## src/rtl/simd_eq_pkg.sv

```systemverilog
package simd_eq_pkg;
  localparam int unsigned NUM_SEG = 4;
  localparam int unsigned PART_W  = NUM_SEG - 1;
  typedef logic [NUM_SEG-1:0] seg_vec_t;
  typedef logic [PART_W-1:0]  part_vec_t;
endpackage

```

## src/rtl/simd_seg_cmp.sv

```systemverilog
module simd_seg_cmp
  import simd_eq_pkg::*;
#(
  parameter int unsigned SEG_W  = 8,
  localparam int unsigned DATA_W = SEG_W * NUM_SEG
) (
  input  logic [DATA_W-1:0] a_i,
  input  logic [DATA_W-1:0] b_i,
  output seg_vec_t          seg_eq_o
);
  for (genvar s = 0; s < NUM_SEG; s++) begin : g_seg
    assign seg_eq_o[s] = (a_i[s*SEG_W +: SEG_W] == b_i[s*SEG_W +: SEG_W]);
  end
endmodule

```

## src/rtl/simd_lane_merge.sv

```systemverilog
module simd_lane_merge
  import simd_eq_pkg::*;
(
  input  seg_vec_t  seg_eq_i,
  input  part_vec_t part_i,
  output seg_vec_t  lane_eq_o
);
  seg_vec_t lead;

  // slot 0 always leads; slot i leads when boundary i-1 is set
  assign lead = {part_i, 1'b1};

  for (genvar i = 0; i < NUM_SEG; i++) begin : g_slot
    logic acc;
    always_comb begin
      logic open;
      open = 1'b1;
      acc  = seg_eq_i[i];
      for (int k = i + 1; k < NUM_SEG; k++) begin
        open = open & ~part_i[k-1];
        if (open) acc = acc & seg_eq_i[k];
      end
    end
    assign lane_eq_o[i] = lead[i] & acc;
  end
endmodule

```

## src/rtl/simd_out_stage.sv

```systemverilog
module simd_out_stage
  import simd_eq_pkg::*;
#(
  parameter bit REG_OUT = 1'b1
) (
  input  logic     clk_i,
  input  logic     rst_ni,
  input  seg_vec_t d_i,
  output seg_vec_t q_o
);
  if (REG_OUT) begin : g_reg
    seg_vec_t q;
    always_ff @(posedge clk_i or negedge rst_ni) begin
      if (!rst_ni) q <= '0;
      else         q <= d_i;
    end
    assign q_o = q;
  end else begin : g_comb
    assign q_o = d_i;
  end
endmodule

```

## src/rtl/simd_part_eq.sv

```systemverilog
module simd_part_eq
  import simd_eq_pkg::*;
#(
  parameter int unsigned SEG_W   = 8,
  parameter bit          REG_OUT = 1'b1,
  localparam int unsigned DATA_W = SEG_W * NUM_SEG
) (
  input  logic              clk_i,
  input  logic              rst_ni,
  input  logic [DATA_W-1:0] a_i,
  input  logic [DATA_W-1:0] b_i,
  input  logic [PART_W-1:0] part_i,
  output logic [NUM_SEG-1:0] eq_o
);
  seg_vec_t seg_eq;
  seg_vec_t lane_eq;

  simd_seg_cmp #(.SEG_W(SEG_W)) u_cmp (
    .a_i      (a_i),
    .b_i      (b_i),
    .seg_eq_o (seg_eq)
  );

  simd_lane_merge u_merge (
    .seg_eq_i  (seg_eq),
    .part_i    (part_i),
    .lane_eq_o (lane_eq)
  );

  simd_out_stage #(.REG_OUT(REG_OUT)) u_out (
    .clk_i  (clk_i),
    .rst_ni (rst_ni),
    .d_i    (lane_eq),
    .q_o    (eq_o)
  );
endmodule

```

## config.mk

```make
export PLATFORM = sky130hd
export DESIGN_NAME = simd_part_eq
export DESIGN_NICKNAME = d
export VERILOG_FILES = /design/src/rtl/simd_eq_pkg.sv /design/src/rtl/simd_seg_cmp.sv /design/src/rtl/simd_lane_merge.sv /design/src/rtl/simd_out_stage.sv /design/src/rtl/simd_part_eq.sv
export SDC_FILE = /design/constraint.sdc
export NUM_CORES = 1
export LEC_CHECK = 0
export BUFFER_PORTS_ARGS = -buffer_cell sky130_fd_sc_hd__buf_2
export CELL_PAD_IN_SITES_DETAIL_PLACEMENT = 0
export CELL_PAD_IN_SITES_GLOBAL_PLACEMENT = 1
export CORE_MARGIN = 2
export CORE_UTILIZATION = 17
export CTS_CLUSTER_SIZE = 25
export DETAILED_ROUTE_END_ITERATION = 8
export PLACE_DENSITY = 0.82
export SKIP_LAST_GASP = 1
export SLEW_MARGIN = 20
export SYNTH_ARGS = -nofsm -noshare
export SYNTH_HDL_FRONTEND = slang
export SYNTH_SLANG_ARGS = --single-unit
```

## constraint.sdc

```tcl
create_clock -name clk_i -period 0.8 [get_ports clk_i]
set_clock_uncertainty 0.2 [all_clocks]
set_input_delay 0.04 -clock clk_i [delete_from_list [all_inputs] [get_ports clk_i]]
set_output_delay 0.04 -clock clk_i [all_outputs]
set_load 0.02 [all_outputs]
```

==> out/metrics.yaml, run 1 <==
wl_per_cell_um: 9.042
netlist_instances: 58
seq_area_frac_synth: 0.2000
p_leak_nw: 0.5232
fill_cells: 279
setup_ws_ns: -0.1837
powerDensity_nw_per_um2: 833.3
cts_tree: "yes"
whs_ns: -0.1557
via_per_inst: 4.145
clk_pin_slew_worst_paths_ns: 0.04
hold_class: "input pin to flop"
io_pins: 73
drc: 0
post_synth_num_cell_types: 12
area.growth.synth_to_final_pct: 108.0
final-setup-viol-count: 8
dp_hpwl_um: 1445
end_kind: "flop"
grt_pass1_wl_um: 2442
antenna_left: 0
worst_pin_slew_ns: 0.2931
io_buffers: 72
worst-path-max-fanout: 3
cpPeakStageDelay_ns: 0.24
grt_pass1_vias: 714
ys.flop_type: "dfrtp_1"
finalPower_mw: 0.8674
min_period_ns: 0.9837
relSlewSlack: 0.8028
vias: 688
status: "complete, but fails checks"
maxSlewViolCount: 0
syn_area_sq_um: 500.5
place_area_sq_um: 944.7
totalWireLength_um: 1501
grt_use_total: 0.09342
critPathKind: "input pin to flop"
seq_power_share: 0.236
antenna_cells: 0
startpoint: "b_i[29]"
gp_congestion: 0.6129
grt-ovfl-total: 0
ys_seq_elements: 4
dieArea_sq_um: 3394
dieHeight_um: 58.26
start_kind: "input pin"
drive_gt1_frac: 0.6222
finalInstanceArea_sq_um: 1041
p_int_mw: 0.6357
period_share: 1.230
swShare: 0.2672
dp.cells: 162
grt_max_degree: 5
num-nets-final: 206
rsz0062_at_grt: "yes"
synth_edf_count: 0
cap_violations: 0
largest_reg_flops: 4
timing.fmax_mhz: 1017
syn_nets: 127
cts_hold_buf: 1
synth_top_area_frac: 0.4200
clock_sinks: 4
hold_viol_final: 8
setup_tns_ns: -1.209
crit_path_end: "u_out.q_o[0]$_DFF_PN0_"
clockBufferDepth: 2
path_cells: "buf_2 -> xnor2_2 -> nand4_1 -> o31ai_4 -> nand3_1 -> a21oi_1"
drt_iter0_markers: 1
ctsRootBufferMaster: "clkbuf_4"
arrival_ns: 0.93
combPwrFrac: 0.486
async_reset_ff_frac: 1.000
htreeDepth: 1
violations: "negative hold slack, negative setup slack"
yosys_warnings: 0
synth_top_cell_by_area: "xnor2_1"
dr.pass1.iters: 4
core.rowCount: 19
start_util: 0.1799
cp_slowest_cell: "o31ai_4"
ir_drop_mv: 0.7549
yosys-top-cells-area: "xnor2_1 42%, dfrtp_1 20%, xor2_1 14%"
place_ws_ns: -0.4551
cp.required_ns: 0.75
grt_antenna_before_repair: 0
p_sw_mw: 0.2318
final-instance-count-excl-fill: 166
p_clk_frac: 0.279
postSynthAreaPerCell_sq_um: 8.629
numCtsBuffers: 3
post-route-util: 0.3743
die_w_um: 58.26
core_area_sq_um: 2781
synth_common_cells: "24 x xnor2_1, 8 x xor2_1, 5 x nand4_1"
yosysMostFrequentCell: "xnor2_1"
==> metal layers <==
layer	up-vias	GRT usage	share of wire
met5	-	0	0
met3	2	0.02902	0.088
met2	32	0.1942	0.59
met1	304	0.08130	0.32
li1	350	-	-
met4	0	0.02990	0.0027
==> power by group through the flow <==
stage | clock network [mW] | registers [mW] | logic (mW)
finish | 0.242 | 0.204 | 0.421
global route | 0.275 | 0.204 | 0.463
CTS | 0.254 | 0.204 | 0.416
detailed placement | 0 | 0.207 | 0.402
global placement | 0 | 0.207 | 0.391
floorplan | 0 | 0.207 | 0.175
==> layout make-up <==
class                           count  area [sq um]  share of cell area
Sequential cell                     4         100.1             0.09615
Clock buffer                        3         22.52             0.02163
Timing Repair Buffer               74         421.7              0.4050
Inverter                            1         3.754            0.003606
Multi-Input combinational cell     53         454.2              0.4363
Tap cell                           31         38.79             0.03726
==> worst max-delay path: cells and delay by family <==
kind                      cells  cell delay (ns)
xor gates and xnor gates      1             0.14
buffers and inverters         1             0.11
and+or+nand+nor               2             0.26
AOI/OAI and AO/OA             2             0.38
==> layout by cell type, fill, tap and decap left out <==
cell,instances
nor4_1,3
xnor2_1,18
buf_2,65
o31ai_4,1
xor2_1,8
buf_4,1
dfrtp_1,4
inv_1,1
a21oi_1,3
nand2_1,4
nand4_1,5
nand3_1,1
nor2_1,3
buf_6,7
dlygate4sd3_1,1
and3_4,1
clkbuf_4,3
xnor2_2,6
==> what timing repair did <==
item | 4_1_cts | 5_1_grt
setup buffers | 0 | 0
gates resized for setup | 11 | 3
pin swaps | 2 | 3
setup endpoints to repair | 8 | 8
hold endpoints to repair | 8 | 8
==> worst min-delay path by stage <==
| stage | startpoint | end | slack, ns | cells past startpoint |
|---|---|---|---|---|
| 2_1_floorplan | rst_ni | u_out.q_o[0]$_DFF_PN0_ | -0.46 | 0 |
| 3_3_place_gp | rst_ni | u_out.q_o[2]$_DFF_PN0_ | -0.36 | 1 |
| 3_5_place_dp | rst_ni | u_out.q_o[1]$_DFF_PN0_ | -0.35 | 1 |
| 4_1_cts | part_i[0] | u_out.q_o[1]$_DFF_PN0_ | -0.17 | 3 |
| 5_1_grt | part_i[0] | u_out.q_o[1]$_DFF_PN0_ | -0.16 | 3 |
| 6_report | part_i[0] | u_out.q_o[1]$_DFF_PN0_ | -0.16 | 3 |
==> cells by family (layout without fill, tap and decap cells) <==
| kind of cell | after synthesis | in the layout | share of synthesized area |
|---|---|---|---|
| buffers and inverters | 1 | 78 | 0.007493 |
| AOI/OAI and AO/OA | 4 | 4 | 0.05499 |
| DFF | 4 | 4 | 0.2000 |
| xor gates and xnor gates | 32 | 32 | 0.5600 |
| and+or+nand+nor | 17 | 17 | 0.1775 |
(Power assumes the default switching activity.)
==> run 2, diff against run 1 <==
--- a/config.mk
+++ b/config.mk
@@ -12,6 +12,7 @@
 export CORE_UTILIZATION = 17
 export CTS_CLUSTER_SIZE = 25
 export DETAILED_ROUTE_END_ITERATION = 8
+export MAX_ROUTING_LAYER = met4
 export PLACE_DENSITY = 0.82
 export SKIP_LAST_GASP = 1
 export SLEW_MARGIN = 20
==> out/metrics.yaml, run 2 (synthesis results as in run 1) <==
violations: "negative hold slack, negative setup slack"
dp_hpwl_um: 1445  # unchanged
start_kind: "input pin"
wl_per_cell_um: 9.024  # -0.20%
num-nets-final: 206  # unchanged
whs_ns: -0.1571  # -0.001402 ns
cp.required_ns: 0.75  # about the same
start_util: 0.1799  # unchanged
core_area_sq_um: 2781  # unchanged
antenna_cells: 0  # unchanged
grt_pass1_wl_um: 2449  # +0.29%
setup_tns_ns: -1.208  # +0.001470 ns
path_delay_family: "compound AO/OA/AOI/OAI gates"
dieHeight_um: 58.26  # unchanged
worst-path-max-fanout: 3  # unchanged
status: "complete, but fails checks"
io_pins: 73  # unchanged
rsz0062_at_grt: "yes"
dieArea_sq_um: 3394  # unchanged
htreeDepth: 1  # unchanged
startpoint: "b_i[29]"
post-route-util: 0.3743  # unchanged
relSlewSlack: 0.8028  # unchanged
min_period_ns: 0.9812  # -0.002419 ns
cts_hold_buf: 1  # unchanged
path_buf_inv: 1  # unchanged
timing.fmax_mhz: 1019  # +0.25%
cp_slowest_cell: "o31ai_4"
arrival_ns: 0.93  # about the same
drive_gt1_frac: 0.6222  # unchanged
core.rowCount: 19  # unchanged
path_depth: 6  # unchanged
clockBufferDepth: 2  # unchanged
grt_use_total: 0.09621  # +0.002789
antenna_left: 0  # unchanged
powerDensity_nw_per_um2: 834.9  # +0.19%
min_from: "part_i[0]"
layout_commonest_cell: "buf_2"
maxSlewViolCount: 0  # unchanged
numCtsBuffers: 3  # unchanged
setup_ws_ns: -0.1812  # +0.002419 ns
io_buffers: 72  # unchanged
vias: 684  # -0.58%
finalPower_mw: 0.8691  # +0.19%
critPathKind: "input pin to flop"
cap_violations: 0  # unchanged
final-setup-viol-count: 8  # unchanged
cts_tree: "yes"
ir_drop_mv: 0.7598  # +0.65%
grt_pass1_vias: 713  # -0.14%
period_share: 1.227  # -0.003024
final_cell_mix: "65 x buf_2, 18 x xnor2_1, 8 x xor2_1, 7 x buf_6, 6 x xnor2_2"
ctsRootBufferMaster: "clkbuf_4"
grt_max_degree: 5  # unchanged
hold_class: "input pin to flop"
area.growth.synth_to_final_pct: 108.0  # unchanged
dp.cells: 162  # unchanged
cpPeakStageDelay_ns: 0.24  # about the same
p_leak_nw: 0.5232  # unchanged
hold_viol_final: 8  # unchanged
crit_path_end: "u_out.q_o[0]$_DFF_PN0_"
final-instance-count-excl-fill: 166  # unchanged
end_kind: "flop"
largest_reg_flops: 4  # unchanged
clock_sinks: 4  # unchanged
dr.pass1.iters: 4  # unchanged
worst_pin_slew_ns: 0.2931  # unchanged
gp_congestion: 0.6172  # +0.70%
drt_iter0_markers: 1  # unchanged
clk_pin_slew_worst_paths_ns: 0.04  # about the same
grt-ovfl-total: 0  # unchanged
path_cells: "buf_2 -> xnor2_2 -> nand4_1 -> o31ai_4 -> nand3_1 -> a21oi_1"
via_per_inst: 4.120  # -0.58%
die_w_um: 58.26  # unchanged
totalWireLength_um: 1498  # -0.20%
drc: 0  # unchanged
grt_antenna_before_repair: 0  # unchanged
-- run 2: cell type report --
cell class	instances	area, sq um
fill	279	1740
sequential	4	100.1
inverter	1	3.754
clock buffer	3	22.52
tap	31	38.79
multi-input combinational	53	454.2
timing repair buffer	74	421.7
-- run 2: what timing repair did --
action | 4_1_cts | 5_1_grt
gates resized for setup | 11 | 3
endpoints found under the setup margin | 8 | 8
cloned | 0 | 0
hold endpoints to repair | 8 | 8
buffers inserted | 0 | 0
pin swaps | 2 | 3
-- run 2: how the worst min path moves through the flow --
stage | cells past startpoint | slack, ns | end
after floorplan | 0 | -0.46 | u_out.q_o[0]$_DFF_PN0_
after global placement | 1 | -0.36 | u_out.q_o[2]$_DFF_PN0_
after detailed placement | 1 | -0.35 | u_out.q_o[1]$_DFF_PN0_
after CTS | 3 | -0.17 | u_out.q_o[1]$_DFF_PN0_
after global routing | 3 | -0.16 | u_out.q_o[1]$_DFF_PN0_
final | 3 | -0.16 | u_out.q_o[1]$_DFF_PN0_
-- run 2: report_power, final --
group          switching (mW)  internal [mW]
clock network          0.0762          0.167
logic                   0.157          0.264
registers            0.000216          0.204
-- run 2: layer usage --
layer | share of wire | GRT usage
met5 | 0 | -
met4 | 0 | 0.02990
met3 | 0.079 | 0.02902
met2 | 0.60 | 0.1942
met1 | 0.32 | 0.08130
-- run 2: metrics by stage --
stage	cell area, sq um	worst slack [ns]	hold WS, ns
after global routing	1041	-0.2530	-0.1645
final	1041	-0.1812	-0.1571
after CTS	1021	-0.1923	-0.1675
after detailed placement	944.7	-0.4551	-0.3525
after floorplan	538.0	-0.2015	-0.4556
after global placement	944.7	-0.4073	-0.3561
==> run 3, diff against run 2 <==
--- a/config.mk
+++ b/config.mk
@@ -8,12 +8,12 @@
 export BUFFER_PORTS_ARGS = -buffer_cell sky130_fd_sc_hd__buf_2
 export CELL_PAD_IN_SITES_DETAIL_PLACEMENT = 0
 export CELL_PAD_IN_SITES_GLOBAL_PLACEMENT = 1
-export CORE_MARGIN = 2
-export CORE_UTILIZATION = 17
+export CORE_MARGIN = 4
+export CORE_UTILIZATION = 16
 export CTS_CLUSTER_SIZE = 25
 export DETAILED_ROUTE_END_ITERATION = 8
 export MAX_ROUTING_LAYER = met4
-export PLACE_DENSITY = 0.82
+export PLACE_DENSITY = 0.81
 export SKIP_LAST_GASP = 1
 export SLEW_MARGIN = 20
 export SYNTH_ARGS = -nofsm -noshare
==> constraint.sdc (replaced) <==
create_clock -name clk_i -period 0.9 [get_ports clk_i]
set_clock_uncertainty 0.2 [all_clocks]
set_input_delay 0.045 -clock clk_i [delete_from_list [all_inputs] [get_ports clk_i]]
set_output_delay 0.045 -clock clk_i [all_outputs]
set_load 0.02 [all_outputs]
==> out/metrics.yaml, run 3 (synthesis results as in run 1) <==
drive_gt1_frac: 0.6397  # +0.01748
vias: 681  # -0.44%
place_area_sq_um: 960.9  # +1.7%
cts_tree: "yes"
drc: 0  # unchanged
final_cell_mix: "64 x buf_2, 19 x xnor2_1, 8 x xor2_1, 8 x buf_6"
worst-path-max-fanout: 2  # -1
io_pins: 73  # unchanged
layout_commonest_cell: "buf_2"
num-nets-final: 207  # +0.49%
path_depth: 4  # -2
grt_pass1_wl_um: 2622  # +7.1%
area.growth.synth_to_final_pct: 114.7
cp_slowest_cell: "dlygate4sd3_1"
dieArea_sq_um: 4087  # +20%
grt_max_degree: 5  # unchanged
die_w_um: 63.93  # +9.7%
hold_viol_final: 8  # unchanged
clockBufferDepth: 2  # unchanged
grt-ovfl-total: 0  # unchanged
setup_ws_ns: -0.09340  # +0.08783 ns
violations: "negative hold slack, negative setup slack"
clk_pin_slew_worst_paths_ns: 0.04  # about the same
path_buf_inv: 2  # +1
cp.required_ns: 0.82  # +0.07 ns
antenna_left: 0  # unchanged
hold_class: "input pin to flop"
end_kind: "flop"
htreeDepth: 1  # unchanged
finalPower_mw: 0.7893  # -9.2%
grt_antenna_before_repair: 0  # unchanged
p_leak_nw: 0.5255  # +0.43%
dp_hpwl_um: 1666  # +15%
final-instance-count-excl-fill: 180  # +8.4%
min_period_ns: 0.9934
timing.fmax_mhz: 1007
rsz0062_at_grt: "yes"
cts_hold_buf: 2  # +1
start_util: 0.1653  # -0.01465
ir_drop_mv: 0.2111  # -72%
path_cells: "buf_2 -> dlygate4sd3_1 -> a21oi_2 -> a21oi_2"
antenna_cells: 0  # unchanged
min_delay_path_depth: 3  # unchanged
status: "complete, but fails checks"
via_per_inst: 3.783  # -8.2%
finalInstanceArea_sq_um: 1075  # +3.2%
dp.cells: 175  # +8.0%
grt_use_total: 0.08324  # -0.01297
grt_pass1_vias: 697  # -2.2%
gp_congestion: 0.6877  # +11%
numCtsBuffers: 3  # unchanged
cpPeakStageDelay_ns: 0.58  # +0.34 ns
dr.pass1.iters: 4  # unchanged
worst_pin_slew_ns: 0.2915  # -0.001613 ns
core_area_sq_um: 3028  # +8.9%
start_kind: "input pin"
period_share: 1.104
clock_sinks: 4  # unchanged
path_common_cell: "a21oi_2"
maxSlewViolCount: 0  # unchanged
critPathKind: "input pin to flop"
core.rowCount: 20  # +1
io_buffers: 72  # unchanged
arrival_ns: 0.92  # about the same
powerDensity_nw_per_um2: 734.4  # -12%
totalWireLength_um: 1750  # +17%
cap_violations: 0  # unchanged
path_delay_family: "buffers and inverters"
largest_reg_flops: 4  # unchanged
wl_per_cell_um: 9.722  # +7.7%
ctsRootBufferMaster: "clkbuf_4"
cts_setup_buffers: 0  # unchanged
final-setup-viol-count: 7  # -1
relSlewSlack: 0.8039  # +0.001085
drt_iter0_markers: 4  # +3
whs_ns: -0.08942  # +0.06770 ns
dieHeight_um: 63.93  # +9.7%
[run 3: final cells by class]
type	instances	area, sq um
fillers	334	1953
multi-input cells	53	455.4
repair buffers	75	437.9
flip-flops and latches	4	100.1
well taps	44	55.05
clock buffers	3	22.52
inverters	1	3.754
[run 3: final timing paths]
kind,from,end,slack [ns]
setup / recovery,part_i[0],u_out.q_o[0]$_DFF_PN0_,-0.09
hold / removal,part_i[1],u_out.q_o[1]$_DFF_PN0_,-0.09
max in group asynchronous,rst_ni,u_out.q_o[1]$_DFF_PN0_,0.44
min in group asynchronous,rst_ni,u_out.q_o[0]$_DFF_PN0_,-0.06
[run 3: metrics by stage]
step / util / setup TNS [ns] / setup WS, ns
2_1_floorplan: - / -0.2479 / -0.1065
3_3_place_gp: 0.3174 / -1.152 / -0.3192
3_5_place_dp: 0.3174 / -1.287 / -0.3832
4_1_cts: 0.3508 / -0.6044 / -0.09931
5_1_grt: 0.3550 / -0.7941 / -0.1488
6_report: 0.3550 / -0.4609 / -0.09340
[run 3: report_power, final]
group          switching [mW]  total, mW  internal [mW]
Clock                  0.0758      0.225          0.149
Sequential           0.000221      0.182          0.181
Combinational           0.144      0.383          0.239
Total                   0.219      0.789          0.570
[run 3: timing repair]
| action | CTS | global route |
|---|---|---|
| gates resized for setup | 13 | 4 |
| setup endpoints to repair | 8 | 8 |
| pin swaps | 2 | 1 |
| endpoints found under the hold margin | 8 | 8 |
[run 3: layer usage]
| metal | GRT usage | vias to the layer above | part of all wire |
|---|---|---|---|
| li1 | - | 353 | - |
| met1 | 0.07766 | 293 | 0.33 |
| met2 | 0.1626 | 35 | 0.58 |
| met3 | 0.01230 | 0 | 0.095 |
| met4 | 0.04043 | 0 | 0 |
| met5 | - | - | 0 |
